**src/rtl/eis_pkg.sv**
```systemverilog
package eis_pkg;

  typedef enum logic [1:0] {
    SENSE_LOW  = 2'b00,
    SENSE_ANY  = 2'b01,
    SENSE_FALL = 2'b10,
    SENSE_RISE = 2'b11
  } sense_e;

  // Whether a sense selection turns the detected transitions into a flag event
  function automatic logic sense_fires(sense_e mode, logic rise, logic fall);
    case (mode)
      SENSE_FALL: return fall;
      SENSE_RISE: return rise;
      default:    return 1'b0;
    endcase
  endfunction

  function automatic logic sense_is_level(sense_e mode);
    return mode == SENSE_LOW;
  endfunction

  // Edge-only input: the polarity bit picks the edge
  function automatic sense_e edge_only_mode(logic pol);
    return pol ? SENSE_RISE : SENSE_FALL;
  endfunction

endpackage

```
**src/rtl/eis_sync.sv**
```systemverilog
module eis_sync #(
  parameter int W      = 3,
  parameter int STAGES = 2
) (
  input  logic         clk,
  input  logic         rst_n,
  input  logic [W-1:0] d_i,
  output logic [W-1:0] q_o
);

  logic [W-1:0] stg_q [STAGES];

  // Idle level of an external pin is high, so the chain resets to ones
  always_ff @(posedge clk or negedge rst_n) begin
    if (!rst_n) begin
      for (int s = 0; s < STAGES; s++) stg_q[s] <= '1;
    end else begin
      stg_q[0] <= d_i;
      for (int s = 1; s < STAGES; s++) stg_q[s] <= stg_q[s-1];
    end
  end

  assign q_o = stg_q[STAGES-1];

endmodule

```
**src/rtl/eis_edge.sv**
```systemverilog
module eis_edge #(
  parameter int W = 3
) (
  input  logic         clk,
  input  logic         rst_n,
  input  logic [W-1:0] lvl_i,
  output logic [W-1:0] rise_o,
  output logic [W-1:0] fall_o
);

  logic [W-1:0] prev_q;

  always_ff @(posedge clk or negedge rst_n) begin
    if (!rst_n) prev_q <= '1;
    else        prev_q <= lvl_i;
  end

  assign rise_o = lvl_i & ~prev_q;
  assign fall_o = ~lvl_i & prev_q;

endmodule

```
**src/rtl/eis_flag_cell.sv**
```systemverilog
module eis_flag_cell (
  input  logic clk,
  input  logic rst_n,
  input  logic set_i,
  input  logic clr_i,
  output logic flag_o
);

  // A new event takes priority over a clear in the same cycle
  always_ff @(posedge clk or negedge rst_n) begin
    if (!rst_n)     flag_o <= 1'b0;
    else if (set_i) flag_o <= 1'b1;
    else if (clr_i) flag_o <= 1'b0;
  end

endmodule

```
**src/rtl/ext_irq_sense.sv**
```systemverilog
module ext_irq_sense #(
  parameter  int LVL_INPUTS  = 2,
  parameter  int SLEEP_BITS  = 4,
  parameter  int SYNC_STAGES = 2,
  localparam int N_IN        = LVL_INPUTS + 1,
  localparam int CTRL_W      = 2 * LVL_INPUTS + SLEEP_BITS
) (
  input  logic              clk,
  input  logic              rst_n,
  input  logic [N_IN-1:0]   pin_i,
  input  logic              ctrl_we,
  input  logic [CTRL_W-1:0] ctrl_wdata,
  output logic [CTRL_W-1:0] ctrl_rdata,
  input  logic              pol_we,
  input  logic              pol_wdata,
  output logic              pol_o,
  input  logic              en_we,
  input  logic [N_IN-1:0]   en_wdata,
  output logic [N_IN-1:0]   en_o,
  input  logic              flag_clr_we,
  input  logic [N_IN-1:0]   flag_clr_wdata,
  input  logic [N_IN-1:0]   ack_i,
  output logic [N_IN-1:0]   flags_o,
  output logic [N_IN-1:0]   irq_o
);
  import eis_pkg::*;

  localparam int FIELD_W = 2;

  logic [CTRL_W-1:0] ctrl_q;
  logic              pol_q;
  logic [N_IN-1:0]   en_q;

  // Named internal events, visible to the bound checker
  logic [N_IN-1:0] sync_lvl;
  logic [N_IN-1:0] rise_ev;
  logic [N_IN-1:0] fall_ev;
  logic [N_IN-1:0] set_ev;
  logic [N_IN-1:0] clr_ev;
  logic [N_IN-1:0] flag_q;
  sense_e          mode_w [N_IN];

  always_ff @(posedge clk or negedge rst_n) begin
    if (!rst_n) begin
      ctrl_q <= '0;
      pol_q  <= 1'b0;
      en_q   <= '0;
    end else begin
      if (ctrl_we) ctrl_q <= ctrl_wdata;
      if (pol_we)  pol_q  <= pol_wdata;
      if (en_we)   en_q   <= en_wdata;
    end
  end

  eis_sync #(.W(N_IN), .STAGES(SYNC_STAGES)) u_sync (
    .clk   (clk),
    .rst_n (rst_n),
    .d_i   (pin_i),
    .q_o   (sync_lvl)
  );

  eis_edge #(.W(N_IN)) u_edge (
    .clk    (clk),
    .rst_n  (rst_n),
    .lvl_i  (sync_lvl),
    .rise_o (rise_ev),
    .fall_o (fall_ev)
  );

  for (genvar i = 0; i < N_IN; i++) begin : g_in
    if (i < LVL_INPUTS) begin : g_lvl
      assign mode_w[i] = sense_e'(ctrl_q[FIELD_W*i +: FIELD_W]);
    end else begin : g_edge_only
      assign mode_w[i] = edge_only_mode(pol_q);
    end

    assign set_ev[i] = sense_fires(mode_w[i], rise_ev[i], fall_ev[i]);
    assign clr_ev[i] = ack_i[i] | (flag_clr_we & flag_clr_wdata[i]);

    eis_flag_cell u_flag (
      .clk    (clk),
      .rst_n  (rst_n),
      .set_i  (set_ev[i]),
      .clr_i  (clr_ev[i]),
      .flag_o (flag_q[i])
    );

    assign irq_o[i] = en_q[i] &
                      (sense_is_level(mode_w[i]) ? ~sync_lvl[i] : flag_q[i]);
  end

  assign ctrl_rdata = ctrl_q;
  assign pol_o      = pol_q;
  assign en_o       = en_q;
  assign flags_o    = flag_q;

endmodule

```
**config.mk**
```make
export PLATFORM = sky130hd
export DESIGN_NAME = ext_irq_sense
export DESIGN_NICKNAME = d
export VERILOG_FILES = /design/src/rtl/eis_pkg.sv /design/src/rtl/eis_sync.sv /design/src/rtl/eis_edge.sv /design/src/rtl/eis_flag_cell.sv /design/src/rtl/ext_irq_sense.sv
export SDC_FILE = /design/constraint.sdc
export NUM_CORES = 1
export LEC_CHECK = 0
export BUFFER_PORTS_ARGS = -buffer_cell sky130_fd_sc_hd__buf_2
export CORE_ASPECT_RATIO = 0.75
export CORE_MARGIN = 2
export CORE_UTILIZATION = 35
export DETAILED_ROUTE_END_ITERATION = 16
export GPL_TIMING_DRIVEN = 0
export PLACE_DENSITY = 0.6
export SLEW_MARGIN = 10
export SYNTH_ARGS = -nofsm -noshare
export SYNTH_HDL_FRONTEND = slang
export SYNTH_HIERARCHICAL = 1
export SYNTH_SLANG_ARGS = --single-unit
```
**constraint.sdc**
```tcl
create_clock -name clk -period 1.95 [get_ports clk]
set_input_delay 0.2925 -clock clk [delete_from_list [all_inputs] [get_ports clk]]
set_output_delay 0.2925 -clock clk [all_outputs]
set_load 0.1 [all_outputs]
```
* Word-level counts from Yosys, hierarchy flattened *
Cells that the tools add are included.

storage, ports and cells
  register bits = 24
  bits of input ports = 27
  output and inout bits = 18
  bits in writable memories = 0
  word-level logic and storage cells = 50
  ROM bits = 0
  memories = 0
  latch bits = 0

cells by class
  equal/unequal tests = 6
  bitwise logic cells = 16
  reductions and logical operators = 6
  shift operators = 0
  divide/modulo/power cells = 0
  $add $sub $neg = 0
  order comparisons = 0
  multipliers = 0
  multiplexer cells = 13

operators by type and width
  kind                                         count
  equality test 2 bit (second input constant)  6
  two-way mux 1 bit                            10
  AND 1 bit                                    6
  AND 3 bit                                    2
  zero test 2 bit                              3
  inverter 3 bit                               2
  case mux 1 bit (2 select lines)              3
  nonzero test 2 bit                           3
  inverter 1 bit                               3
  bitwise OR 1 bit                             3

* Logic depth before layout (Yosys ltp) *
  word-level depth = 4
  gate-level depth with buffers = 5
  depth with buffers taken out = 4

* By module *
The synthesis kept the hierarchy.

by module, submodules not included
  module         cells an instance  instances  area each (um2)  sequential area each (um2)
  ext_irq_sense  40                 1          550.5            300.3
  eis_sync       9                  1          180.2            157.7
  eis_edge       9                  1          131.4            78.8
  eis_flag_cell  3                  3          36.3             25.0

* Worst setup path before layout *
No wires, ideal clock.

  path kind = register -> output
  from = register ctrl_q[0] (netlist: ctrl_rdata[0])
  to = output port irq_o[0]
  path slack = -0.982 ns
  arrival = 2.640 ns
  data required time = 1.657 ns
  buffers on the path = 0
  cell stages (with the launch flop) = 3
  cells stage by stage = dfrtp_1 > or3_1 > a21boi_1

between the ends
  word-level cells in the longest chain between the ends = 3

ends and longest elaborated chain
  element                 RTL line             RTL
  start, declared         ext_irq_sense.sv:30  logic [CTRL_W-1:0] ctrl_q;
  start signal, assigned  ext_irq_sense.sv:49  if (ctrl_we) ctrl_q <= ctrl_wdata;
  zero test 2 bit         eis_pkg.sv:20        return mode == SENSE_LOW;
  two-way mux 1 bit       ext_irq_sense.sv:89  (sense_is_level(mode_w[i]) ? ~sync_lvl[i] : flag_q[i]);
  AND 1 bit               ext_irq_sense.sv:88  assign irq_o[i] = en_q[i] &
  end, declared           ext_irq_sense.sv:24  output logic [N_IN-1:0] irq_o

Every way passes these cells.

* Worst setup path in the final report *
  from = register ctrl_q[3] (netlist: ctrl_rdata[3])
  to = output port irq_o[1]

Same word-level chain as after synthesis.

==> key figures <==
Status
  – Outcome: complete, but fails checks
  – Failing checks: negative hold slack

Clocking
  – Number of CTS-inserted buffers: 3
  – H-tree level count: 1
  – CTS sink count: 24
  – CTS resizes: 2
  – Worst-case clock buffer depth: 2
  – Skew-Pair Late Insertion Delay: 0.27 ns
  – Root Buffer: clkbuf_8
  – CTS tree: built
  – CTS Hold Bufs: 0
  – Clk pin slew, worst setup/hold paths: ~0.08 ns
  – Postcts setup bufs: 0

Timing
  – Worst-margin pin slew: about 0.52 ns
  – Final hold vios: 15
  – Layout Skew: 0.00403 ns
  – RSZ-0062 raised after global routing: false
  – Slew headroom: 0.655
  – Period utilisation layout: 0.960
  – Setup violations, final: 0
  – Fin. max-slew vios: 0
  – FMAX: roughly 0.53 GHz
  – Fin crit period: 1.87 ns
  – Min Hold Slack: -0.0130 ns

Place
  – GP Congestion: 0.697
  – Placed cell count: ~150
  – Buffers on Ports: 43
  – Placed cell areas: 1260 µm²
  – Post-DP HPWL: 1440 µm

Drt
  – Routed vias: around 660
  – Pre-antenna DRT Iters: 2
  – Via density: 4.41
  – Routed WL: 1830 µm
  – DR WL/cell: 12.2 µm
  – Initial drt markers: 18
  – DRT antenna net count: 0
  – DRC Markers: 0

Floorplanning
  – Height of the die: approximately 50 µm
  – Rows: 16
  – Initial Utilization: 0.370
  – Die ar.: 3220 µm²
  – Core ar.: 2620 µm²
  – Num ports: 45
  – Die W: between 60 and 70 µm

Critical path
  – Setup crit start kind: flop
  – CP Capture Type: primary output
  – Max Fanout on Critical Path: 5
  – Largest stage delay, worst path: 0.49 ns
  – Kind of critical path: reg -> out
  – Cell breakdown of the critical path: or3_1, a21boi_4, buf_6
  – Critical path required time: 1.66 ns
  – Crit-path slowest cell: dfrtp_4
  – Critical path arrival: 1.58 ns

GRT
  – Initial antenna violation count: 0
  – Pin count of the biggest net entering global routing: 25
  – First-pass GRT wire length: 3260 µm
  – Final global-route overflow total: 0
  – Number of global-route vias before repair: 697
  – Tot GR Track Use: 0.134

Synth
  – Seq/Total Area, Yosys: 0.630
  – Synth cell types: 14
  – Syn. warnings: 6
  – Synth Cell Area: 971 µm²
  – Flops & latches, synth: 24
  – Post-Syn Area per Cell: 14.5 µm²
  – Syn Inst Count: 67
  – Net Count, Synth: 94

Power
  – LEAKAGE: 0.000682 µW
  – Maximum vdd drop: 0.604 mV
  – PD cells: 1080 nW/µm²

Finish
  – Fin area: 1350 µm²
  – Share of cells above drive strength 1: 0.772
  – Multi-input logic area: about 340 µm²
  – FF+latch area: 622 µm²
  – Nets: 142
  – Area grow syn2layout: 38.5%
  – Non-Filler Instances: 150
  – Diodes inserted: 0
  – Filler Cell Count: ~240

Min path
  – Hold crit path type: in -> async

Flow run
  – Max Cap Viol: 0
-- cell type report --
| type | instances | share of cell area |
|---|---|---|
| clock buffer | 3 | 0.0307 |
| sequential | 24 | 0.462 |
| multi-input combinational | 36 | 0.256 |
| buffer | 4 | 0.0205 |
| tap | 36 | 0.0335 |
| timing repair buffer | 43 | 0.167 |
| clock inverter | 1 | 0.0223 |
| inverter | 3 | 0.00837 |
-- cells by family (layout without fill, tap and decap cells) --
logic type | Yosys count | in the layout | synth area share
flip-flops | 24 | 24 | 0.630
buffers and inverters | 7 | 54 | 0.0399
AO/OA/AOI/OAI | 10 | 10 | 0.0722
AND/OR/NAND/NOR | 11 | 11 | 0.0863
multiplexers | 15 | 15 | 0.171
-- through the flow --
step	setup TNS (ns)	worst slack [ns]	util	hold WS, ns	power, µW
CTS	0	0.0111	0.511	0.00505	1470
global placement	0	0.193	0.482	0.298	1030
global route	0	0.0255	0.513	0.0181	1520
finish	0	0.0786	0.513	-0.0130	1460
floorplan	-0.0105	-0.0105	-	-0.00309	944
detailed placement	0	0.185	0.482	0.306	1040
-- worst paths after layout --
path                            slack [ns]  depth (start not counted)                                 to                      start
worst max-delay path                  0.08                          3                           irq_o[1]  ctrl_rdata[3]$_DFFE_PN0P_
worst min-delay path                 -0.01                          1          ctrl_rdata[5]$_DFFE_PN0P_                      rst_n
worst max register to register        0.62                          4  g_in[2].u_flag/flag_o$_DFFE_PN0P_    u_sync/q_o[2]$_DFF_PN1_
worst min register to register        0.36                          0            u_sync/q_o[2]$_DFF_PN1_  u_sync/stg_q[5]$_DFF_PN1_
max in group asynchronous             1.58                          1          ctrl_rdata[3]$_DFFE_PN0P_                      rst_n
min in group clk                      0.11                          1          u_sync/stg_q[5]$_DFF_PN1_                   pin_i[2]
-- where the power goes --
group | internal [µW] | switching (µW) | total, µW
registers | 550 | 28.0 | 578
logic | 102 | 346 | 448
clock network | 274 | 155 | 429
total | 927 | 528 | 1460
-- flip-flops by register name, indices dropped and copies added (netlist names) --
signal              cells
u_sync/stg_q            3
en_o                    3
ctrl_rdata              8
u_edge/prev_q           3
pol_o                   1
u_sync/q_o              3
g_in.u_flag/flag_o      3
-- worst max-delay path: cells and delay by family (launching register included) --
kind	cells	cell delay (ns)
AO/OA/AOI/OAI	1	0.16
AND/OR/NAND/NOR	1	0.42
buffers and inverters	1	0.23
flip-flops	1	0.49
-- synth_stat cells --
master	n	share of area
buf_4	3	0.023
a21boi_1	2	0.015
inv_1	3	0.012
dfstp_2	9	0.24
nor2b_1	2	0.013
mux2_2	13	0.15
o21ai_0	2	0.010
buf_2	1	0.0051
and2_1	1	0.0064
and2b_2	6	0.054
mux2i_1	2	0.021
a21o_1	6	0.046
or3_1	2	0.013
dfrtp_1	15	0.39
-- layout by cell type, fill, tap and decap left out, drive strengths merged --
cell and n:
buf 47, mux2i 2, and2b 6, mux2 13, and2 1, a21o 6
or3 2, nor2b 2, a21boi 2, clkbuf 3, dfstp 9, bufinv 1
dfrtp 15, inv 3, o21ai 2
-- layer usage --
metal | vias up | track usage | part of all wire
li1 | 317 | - | -
met5 | - | 0 | 0
met3 | 2 | 0.0639 | 0.10
met2 | 31 | 0.220 | 0.45
met4 | 0 | 0.0319 | 0.0044
met1 | 312 | 0.160 | 0.44
No activity file was read; power rests on OpenSTA's default activity.
